--- config.mk ---
export PLATFORM = sky130hd
export DESIGN_NAME = sar_tx_aal5_seg
export DESIGN_NICKNAME = d
export VERILOG_FILES = /design/src/rtl/sar_tx_pkg.sv /design/src/rtl/sar_tx_crc.sv /design/src/rtl/sar_tx_seq.sv /design/src/rtl/sar_tx_aal5_seg.sv
export SDC_FILE = /design/constraint.sdc
export NUM_CORES = 1
export LEC_CHECK = 0
export BUFFER_PORTS_ARGS = -buffer_cell sky130_fd_sc_hd__buf_2
export CORE_UTILIZATION = 30
export CTS_CLUSTER_DIAMETER = 150
export DETAILED_ROUTE_END_ITERATION = 12
export PLACE_DENSITY = 0.55
export SLEW_MARGIN = 20
export SYNTH_ARGS = -nofsm -noshare
export SYNTH_HDL_FRONTEND = slang
export SYNTH_SLANG_ARGS = --single-unit
--- constraint.sdc ---
create_clock -name clk -period 4.36 [get_ports clk]
set_clock_uncertainty 0.1 [all_clocks]
set_input_delay 0.654 -clock clk [delete_from_list [all_inputs] [get_ports clk]]
set_output_delay 0.654 -clock clk [all_outputs]
set_load 0.02 [all_outputs]
--- src/rtl/sar_tx_pkg.sv ---
package sar_tx_pkg;

  typedef enum logic [1:0] {
    ST_DATA  = 2'd0,
    ST_PAD   = 2'd1,
    ST_TRAIL = 2'd2
  } seg_state_e;

  localparam int unsigned TRL_BYTES = 8;
  localparam int unsigned LEN_W     = 16;
  localparam logic [31:0] CRC_POLY  = 32'h04C11DB7;
  localparam logic [31:0] CRC_SEED  = 32'hFFFF_FFFF;

  // One byte of a non-reflected CRC-32, MSB of the byte first.
  function automatic logic [31:0] crc32_byte(input logic [31:0] c, input logic [7:0] d);
    logic [31:0] r;
    logic        fb;
    r = c;
    for (int k = 7; k >= 0; k--) begin
      fb = r[31] ^ d[k];
      r  = {r[30:0], 1'b0};
      if (fb) r = r ^ CRC_POLY;
    end
    return r;
  endfunction

endpackage

--- src/rtl/sar_tx_crc.sv ---
module sar_tx_crc
  import sar_tx_pkg::*;
(
  input  logic        clk,
  input  logic        rst_n,
  input  logic        en,
  input  logic        restart,
  input  logic [7:0]  data,
  output logic [31:0] crc_q
);

  logic [31:0] crc_d;

  always_comb begin
    crc_d = crc_q;
    if (en) crc_d = crc32_byte(restart ? CRC_SEED : crc_q, data);
  end

  always_ff @(posedge clk or negedge rst_n) begin
    if (!rst_n)  crc_q <= CRC_SEED;
    else if (en) crc_q <= crc_d;
  end

endmodule

--- src/rtl/sar_tx_seq.sv ---
module sar_tx_seq
  import sar_tx_pkg::*;
#(
  parameter int unsigned CELL_BYTES = 48
) (
  input  logic                          clk,
  input  logic                          rst_n,
  input  logic                          in_valid,
  input  logic                          in_sop,
  input  logic                          in_eop,
  input  logic                          in_aal5,
  output logic                          in_ready,
  output logic                          emit,
  output logic                          cell_end,
  output logic                          pkt_end,
  output logic                          pkt_aal5,
  output seg_state_e                    state_q,
  output logic [$clog2(CELL_BYTES)-1:0] pos_q,
  output logic [LEN_W-1:0]              len_q
);

  localparam int unsigned POS_W = $clog2(CELL_BYTES);
  localparam int unsigned BODY  = CELL_BYTES - TRL_BYTES;
  localparam logic [POS_W-1:0] POS_LAST = POS_W'(CELL_BYTES - 1);
  localparam logic [POS_W-1:0] POS_BODY = POS_W'(BODY);

  seg_state_e       state_d;
  logic [POS_W-1:0] pos_d, pos_inc;
  logic [LEN_W-1:0] len_d;
  logic             aal5_q, aal5_d;

  assign pos_inc  = (pos_q == POS_LAST) ? '0 : pos_q + POS_W'(1);
  assign pkt_aal5 = in_sop ? in_aal5 : aal5_q;

  always_comb begin
    state_d  = state_q;
    pos_d    = pos_q;
    len_d    = len_q;
    aal5_d   = aal5_q;
    in_ready = 1'b0;
    emit     = 1'b0;
    cell_end = 1'b0;
    pkt_end  = 1'b0;
    unique case (state_q)
      ST_DATA: begin
        in_ready = 1'b1;
        if (in_valid) begin
          emit   = 1'b1;
          aal5_d = pkt_aal5;
          len_d  = in_sop ? LEN_W'(1) : len_q + LEN_W'(1);
          if (in_eop && !pkt_aal5) begin
            pos_d    = '0;
            cell_end = 1'b1;
            pkt_end  = 1'b1;
          end else begin
            pos_d    = pos_inc;
            cell_end = (pos_q == POS_LAST);
            if (in_eop) state_d = (pos_inc == POS_BODY) ? ST_TRAIL : ST_PAD;
          end
        end
      end
      ST_PAD: begin
        emit     = 1'b1;
        pos_d    = pos_inc;
        cell_end = (pos_q == POS_LAST);
        if (pos_inc == POS_BODY) state_d = ST_TRAIL;
      end
      ST_TRAIL: begin
        emit     = 1'b1;
        cell_end = (pos_q == POS_LAST);
        if (pos_q == POS_LAST) begin
          pkt_end = 1'b1;
          pos_d   = '0;
          state_d = ST_DATA;
        end else begin
          pos_d = pos_q + POS_W'(1);
        end
      end
      default: state_d = ST_DATA;
    endcase
  end

  always_ff @(posedge clk or negedge rst_n) begin
    if (!rst_n) begin
      state_q <= ST_DATA;
      pos_q   <= '0;
      len_q   <= '0;
      aal5_q  <= 1'b0;
    end else begin
      state_q <= state_d;
      pos_q   <= pos_d;
      len_q   <= len_d;
      aal5_q  <= aal5_d;
    end
  end

  // the cell position never leaves the cell
  p_pos_bound_r2: assert property (@(posedge clk) disable iff (!rst_n)
    pos_q <= POS_LAST);

  // trailer bytes only occupy the final eight slots of a cell
  p_trail_window_r4: assert property (@(posedge clk) disable iff (!rst_n)
    (state_q == ST_TRAIL) |-> (pos_q >= POS_BODY));

  // padding is always followed by more padding or by the trailer
  p_pad_to_trail_r3: assert property (@(posedge clk) disable iff (!rst_n)
    (state_q == ST_PAD) |=> (state_q == ST_PAD || state_q == ST_TRAIL));

  // the closing trailer byte returns the sequencer to cell start
  p_trail_exit_r6: assert property (@(posedge clk) disable iff (!rst_n)
    (state_q == ST_TRAIL && pos_q == POS_LAST) |=> (state_q == ST_DATA && pos_q == '0));

endmodule

--- src/rtl/sar_tx_aal5_seg.sv ---
module sar_tx_aal5_seg
  import sar_tx_pkg::*;
#(
  parameter int unsigned CELL_BYTES = 48
) (
  input  logic       clk,
  input  logic       rst_n,
  input  logic       in_valid,
  output logic       in_ready,
  input  logic [7:0] in_data,
  input  logic       in_sop,
  input  logic       in_eop,
  input  logic       in_aal5,
  input  logic [7:0] in_uu,
  input  logic [7:0] in_cpi,
  output logic       out_valid,
  output logic [7:0] out_data,
  output logic       out_cell_end,
  output logic       out_pkt_end
);

  localparam int unsigned POS_W = $clog2(CELL_BYTES);
  localparam int unsigned BODY  = CELL_BYTES - TRL_BYTES;

  seg_state_e       state_q;
  logic [POS_W-1:0] pos_q;
  logic [LEN_W-1:0] len_q;
  logic             emit, cell_end, pkt_end, pkt_aal5;
  logic [2:0]       tidx;
  logic [7:0]       byte_mux, uu_q, cpi_q;
  logic [31:0]      crc_q;
  logic             crc_en, crc_restart, fld_en;

  sar_tx_seq #(.CELL_BYTES(CELL_BYTES)) u_seq (
    .clk      (clk),
    .rst_n    (rst_n),
    .in_valid (in_valid),
    .in_sop   (in_sop),
    .in_eop   (in_eop),
    .in_aal5  (in_aal5),
    .in_ready (in_ready),
    .emit     (emit),
    .cell_end (cell_end),
    .pkt_end  (pkt_end),
    .pkt_aal5 (pkt_aal5),
    .state_q  (state_q),
    .pos_q    (pos_q),
    .len_q    (len_q)
  );

  // Trailer control fields, captured with the first byte of the packet
  assign fld_en = in_valid && in_ready && in_sop;

  always_ff @(posedge clk or negedge rst_n) begin
    if (!rst_n) begin
      uu_q  <= '0;
      cpi_q <= '0;
    end else if (fld_en) begin
      uu_q  <= in_uu;
      cpi_q <= in_cpi;
    end
  end

  assign tidx = 3'(pos_q - POS_W'(BODY));

  always_comb begin
    byte_mux = 8'h00;
    unique case (state_q)
      ST_DATA:  byte_mux = in_data;
      ST_PAD:   byte_mux = 8'h00;
      ST_TRAIL: begin
        unique case (tidx)
          3'd0:    byte_mux = uu_q;
          3'd1:    byte_mux = cpi_q;
          3'd2:    byte_mux = len_q[15:8];
          3'd3:    byte_mux = len_q[7:0];
          3'd4:    byte_mux = ~crc_q[31:24];
          3'd5:    byte_mux = ~crc_q[23:16];
          3'd6:    byte_mux = ~crc_q[15:8];
          default: byte_mux = ~crc_q[7:0];
        endcase
      end
      default:  byte_mux = 8'h00;
    endcase
  end

  always_comb begin
    crc_en = 1'b0;
    unique case (state_q)
      ST_DATA:  crc_en = emit && pkt_aal5;
      ST_PAD:   crc_en = 1'b1;
      ST_TRAIL: crc_en = (tidx < 3'd4);
      default:  crc_en = 1'b0;
    endcase
  end

  assign crc_restart = (state_q == ST_DATA) && in_sop;

  sar_tx_crc u_crc (
    .clk     (clk),
    .rst_n   (rst_n),
    .en      (crc_en),
    .restart (crc_restart),
    .data    (byte_mux),
    .crc_q   (crc_q)
  );

  always_ff @(posedge clk or negedge rst_n) begin
    if (!rst_n) begin
      out_valid    <= 1'b0;
      out_cell_end <= 1'b0;
      out_pkt_end  <= 1'b0;
    end else begin
      out_valid    <= emit;
      out_cell_end <= cell_end;
      out_pkt_end  <= pkt_end;
    end
  end

  always_ff @(posedge clk or negedge rst_n) begin
    if (!rst_n)    out_data <= '0;
    else if (emit) out_data <= byte_mux;
  end

  // a packet end is always also a cell end on a valid byte
  p_pkt_end_on_cell_r6: assert property (@(posedge clk) disable iff (!rst_n)
    out_pkt_end |-> (out_cell_end && out_valid));

  // while input is held off, the byte count does not move
  p_stall_holds_len_r8: assert property (@(posedge clk) disable iff (!rst_n)
    !in_ready |=> $stable(len_q));

  // an accepted byte shows up one edge later on the output
  p_accept_to_out_r10: assert property (@(posedge clk) disable iff (!rst_n)
    (in_valid && in_ready) |=> (out_valid && out_data == $past(in_data)));

endmodule

==> results.cfg, run 1 <==
[detailed_routing]
wl_per_cell_um = 17.0
vias = 3986
drc = 0
ant_nets = 0
drt_iter0_drc = 226
first_pass_iters = 4
viasPerCell = 4.86
postRouteWirelength_um = 14000

[timing]
setup-tns-final_ps = 0
hold_slack_ps = 236
drv_slew = 0
hold_viol = 0
fmax_mhz = 248
period_needed_ps = 4040
relSlewSlack_pct = 45.3
post-route-period-util_pct = 92.6
setup_viol = 0
worstMarginPinSlew_ps = 821
grt_setup_unrepaired = false

[placed_design]
io_buffers = 41
dpl.hpwl_um = 10500
globalplace.congestion = 0.887
place_area_sq_mm = 0.00580

[synth]
syn_area_sq_mm = 0.00539
synth_common_cells = nor2_1, nand2_1, dfrtp_1
synth.distinct_cells = 55
async_reset_ff_share_pct = 100
ys_top_cells_by_area = dfrtp_1, dfstp_2, xnor2_1
yosysWarnings = 0
avgSynthCellArea_sq_um = 9.62
yosysTopAreaCell = dfrtp_1
synth_edf_count = 0
synthCells = 560
synth_top_area_share_pct = 24.1
synth-seq-area-share_pct = 39.7
synth_seq_cells = 84
synth_nets = 600
synthMostInstantiatedCell = nor2_1
synth_ff_type = dfrtp_1

[die]
dieHeight_um = 136
die_w_um = 136
die_area_sq_mm = 0.0185
rows = 48
io_pins = 42
initial_core_util_pct = 30.9
core_sq_mm = 0.0174

[clock_network]
cts_made_buffers = 9
cts_tree = built
post_cts_buffers = 0
clkTransAtPathRegs_ps = 60
cts_buffer_depth = 2
cts_sinks = 84
clk_latency_ps = 350
cts_resized = 0
cts_hold_buf = 0
cts-root-buf = clkbuf_16
htree_num_levels = 3

[setup_path]
required_ps = 4540
r2r_cells = 10
crit_arrival_ps = 4220
crit_type = reg2reg
crit_path_start_kind = register
crit_fanout = 9
setup.worst_path.end_class = register

[final_layout]
areaGrowthSynthToFinish_pct = 14.0
final_cell_area_sq_mm = 0.00614
fin_nets = 631
drive_gt1_share_pct = 23.0
fillers = 1790
n_antenna_cell = 0

[flow_run]
drv_cap = 0

[grt]
grt-ovfl-total = 0
grt_pass1_wl_um = 22400
antenna_found_initial = 0
grt_pass1_vias = 4084
grt_util_all_layers_pct = 16.4
grt_max_degree = 52

[min_path]
hp-class = in2async

[outcome]
status = finished, final reports clean
-- sequential cells by signal, summed over array words and instances, names as in the netlist --
name	flops
u_seq.pos_q	6
uu_q	8
u_seq.state_q	2
out_valid	1
cpi_q	8
u_crc.crc_q	32
out_data	8
out_cell_end	1
u_seq.aal5_q	1
u_seq.len_q	16
out_pkt_end	1
-- per-layer routing --
metal	vias up	track usage [%]	wire (um)
met5	-	0	0
met2	97	26.6	6680
met3	22	2.91	666
met1	1920	20.9	6240
met4	0	7.84	378
li1	1947	-	-
-- cells in the final DEF, fill, tap and decap left out, drive strengths merged, types with 5 or more instances in the layout --
cell type,instances
nand2,56
xnor3,7
xor2,35
nand3,12
dfrtp,52
xnor2,50
nand4,7
nor2,71
o21ai,53
nand2b,7
a21oi,31
nand3b,6
buf,51
dfstp,32
inv,9
and2,5
mux2,18
nor2b,22
clkbuf,11
ha,10
-- kinds of logic after synthesis --
| family | count (synthesis) | synth area share, % |
|---|---|---|
| AND/OR/NAND/NOR | 198 | 17.3 |
| multiplexers | 19 | 4.02 |
| adder cells (fa/ha/maj) | 10 | 2.32 |
| XOR/XNOR | 94 | 19.5 |
| AO/OA/AOI/OAI | 114 | 13.5 |
| buffers and inverters | 41 | 3.55 |
| flip-flops | 84 | 39.7 |
-- path summary, 6_finish.rpt --
path                           startpoint               to  slack, ps
max                        u_seq.pos_q[0]  u_crc.crc_q[12]        320
min                                 rst_n   u_seq.len_q[4]        240
min reg2reg                   out_data[0]      out_data[0]        370
max in group asynchronous           rst_n  u_crc.crc_q[16]       2990
min in group clk              out_data[0]      out_data[0]        370
max reg2reg                u_seq.pos_q[0]  u_crc.crc_q[12]        320
-- worst max-delay path, stage by stage, from the launching register on --
cell and delay (ps):
dfrtp_1 460, ha_1 280, ha_1 330, nor4_4 540, buf_4 260, a21oi_1 110, a22oi_4 280, xnor3_2 540
xor2_4 350, xnor3_1 460, mux2_4 260
-- area by class of cell --
cell class	count	area (sq um)	share of cell area [%]
multi-input combinational	435	3060	49.8
sequential	84	2140	34.9
timing repair buffer	51	283	4.60
tap	225	282	4.58
clock buffer	11	243	3.95
clock inverter	5	98.8	1.61
inverter	10	37.5	0.611
-- through the flow --
stage | cells | utilization, % | setup slack [ps]
finish | 821 | 35.3 | 324
detailed placement | 805 | 33.3 | 361
global placement | 805 | 33.3 | 475
global route | 821 | 35.3 | 149
floorplan | 560 | - | 631
CTS | 821 | 35.3 | 332
Power of run 1 is left out: the tool's default activity adds up to more than one toggle a clock period on the data nets, which glitch-free logic cannot reach.
==> run 2: changes to the inputs <==
- ABC_AREA: unset -> 1
==> run 2 against run 1 <==
  * The flow now finishes with violations (DRC)
  * Final cell count up 35%
  * Hold slack better by 18 ps
  * Maximum frequency up 20%
  * Critical endpoint is now u_crc.crc_q[11]
  * Utilization down 0.15 points
  * Register-to-register slack better by 660 ps
  * Design area up 3.8%
  * Setup slack better by 660 ps
  * Global-route usage up 2.1 points
==> results.cfg, run 2 <==
[outcome]
status = complete, but fails checks
violations = DRC

[final_layout]
most-common-layout-cells = nand2_1, inv_1, nor2_1
top_register = u_crc.crc_q
largest_reg_flops = 32
n_antenna_cell = 0
areaGrowthSynthToFinish_pct = 13.3
reg_top3 = u_crc.crc_q x32, u_seq.len_q x16
fin_util_pct = 35.1
final_cell_area_sq_mm = 0.00638
multi_input_area_sq_mm = 0.00307
final_common_cell = nand2_1
drive_gt1_share_pct = 17.6
seqCellArea_sq_mm = 0.00214
fillers = 1944
fin_nets = 915

[clock_network]
clkTransAtPathRegs_ps = 70
cts_tree = built
cts_made_buffers = 9
cts_buffer_depth = 2
cts_sinks = 84
cts-root-buf = clkbuf_16
cts_resized = 0
post_cts_buffers = 0
clk_latency_ps = 360
htree_num_levels = 3
cts_hold_buf = 0

[placed_design]
io_buffers = 41
dpl.hpwl_um = 12600
place_area_sq_mm = 0.00608
globalplace.congestion = 0.888

[detailed_routing]
ant_nets = 0
drt_iter0_drc = 429
wl_per_cell_um = 15.0
viasPerCell = 4.76
postRouteWirelength_um = 16600
vias = 5275
first_pass_iters = 12
drc = 2

[synth]
yosysWarnings = 0
synth_seq_cells = 84
async_reset_ff_share_pct = 100
synth_nets = 876
synth_top_area_share_pct = 23.1
synth.distinct_cells = 38
synth_ff_type = dfrtp_1
synth-seq-area-share_pct = 38.1
ys_top_cells_by_area = dfrtp_1, nand2_1, dfstp_2
synthCells = 836
avgSynthCellArea_sq_um = 6.73
synth_common_cells = nand2_1, inv_1, nor2_1
synthMostInstantiatedCell = nand2_1
syn_area_sq_mm = 0.00563
synth_edf_count = 0
yosysTopAreaCell = dfrtp_1

[setup_path]
setup.worst_path.end_class = register
required_ps = 4550
crit_path_start_kind = register
crit_arrival_ps = 3570
crit_fanout = 32
crit_type = reg2reg

[timing]
hold_viol = 0
post-route-period-util_pct = 77.4
setup_viol = 0
worstMarginPinSlew_ps = 940
setup-tns-final_ps = 0
relSlewSlack_pct = 37.3
grt_setup_unrepaired = false
drv_slew = 0
fmax_mhz = 296
period_needed_ps = 3370

[min_path]
hp-class = in2async

[die]
die_area_sq_mm = 0.0193
io_pins = 42
rows = 49
initial_core_util_pct = 31.0
die_w_um = 139
core_sq_mm = 0.0181
dieHeight_um = 139

[flow_run]
drv_cap = 0

[grt]
grt_util_all_layers_pct = 18.5
antenna_found_initial = 0
grt_max_degree = 56
grt_pass1_wl_um = 27600
grt_pass1_vias = 5038
grt-ovfl-total = 0

[power]
p_leak_uw = 0.00333
ir_drop_v = 0.000265
powerDensity_mw_per_mm2 = 888
-- run 2: cell type report --
class | count | share of cell area, %
inverters | 87 | 5.12
well taps | 229 | 4.49
repair buffers | 47 | 3.96
clock buffers | 12 | 4.18
multi-input cells | 646 | 48.2
clock inverters | 4 | 0.471
flip-flops and latches | 84 | 33.6
-- run 2: routing by layer --
layer,up-vias,GRT usage [%],share of wire (%)
met2,142,27.3,43
met5,-,0,0
met1,2409,27.2,51
met3,14,2.80,4.9
met4,0,6.73,1.8
li1,2710,-,-
-- run 2: report_power, final --
group | internal (uW) | leakage, uW | switching [uW]
registers | 1250 | 0.00100 | 300
logic | 1060 | 0.00218 | 2260
clock network | 437 | 0.000146 | 347
-- run 2: logic make-up (layout without fill, tap and decap cells) --
family / after synthesis / after routing / share of synthesized area [%]
simple gates: 515 / 515 / 39.0
buf+inv: 106 / 150 / 7.34
compound gates: 100 / 100 / 9.85
flops: 84 / 84 / 38.1
xor+xnor: 21 / 21 / 3.54
fa+ha+maj: 10 / 10 / 2.22
-- run 2: critical path: stages, from the launching register on --
cell,delay (ps)
dfrtp_1,430
inv_1,100
ha_1,540
nand2_1,100
buf_4,200
a21oi_2,120
buf_4,230
nand3_1,100
nand2_1,80
buf_4,290
inv_1,480
a21oi_2,350
nand2_1,80
nand3_1,90
-- run 2: stage by stage --
step           hold WS, ps  total power, uW  worst slack [ps]  instances
6_report               254             5660               986       1109
5_1_grt                317             6220               684       1109
4_1_cts                289             5650               967       1109
3_5_place_dp           362             4840               987       1093
3_3_place_gp           360             4850              1060       1093
2_1_floorplan          258             3960              1860        836
-- run 2: worst paths after layout --
kind / from / cells after the start / endpoint / slack [ps]
min: rst_n / 1 / u_seq.len_q[11] / 250
min reg2reg: cpi_q[0] / 2 / cpi_q[0] / 370
max reg2reg: u_seq.state_q[0] / 13 / u_crc.crc_q[11] / 990
max in group asynchronous: rst_n / 2 / u_crc.crc_q[2] / 2990
max: u_seq.state_q[0] / 13 / u_crc.crc_q[11] / 990
min in group clk: cpi_q[0] / 2 / cpi_q[0] / 370
No activity file was read; power rests on OpenSTA's default activity.
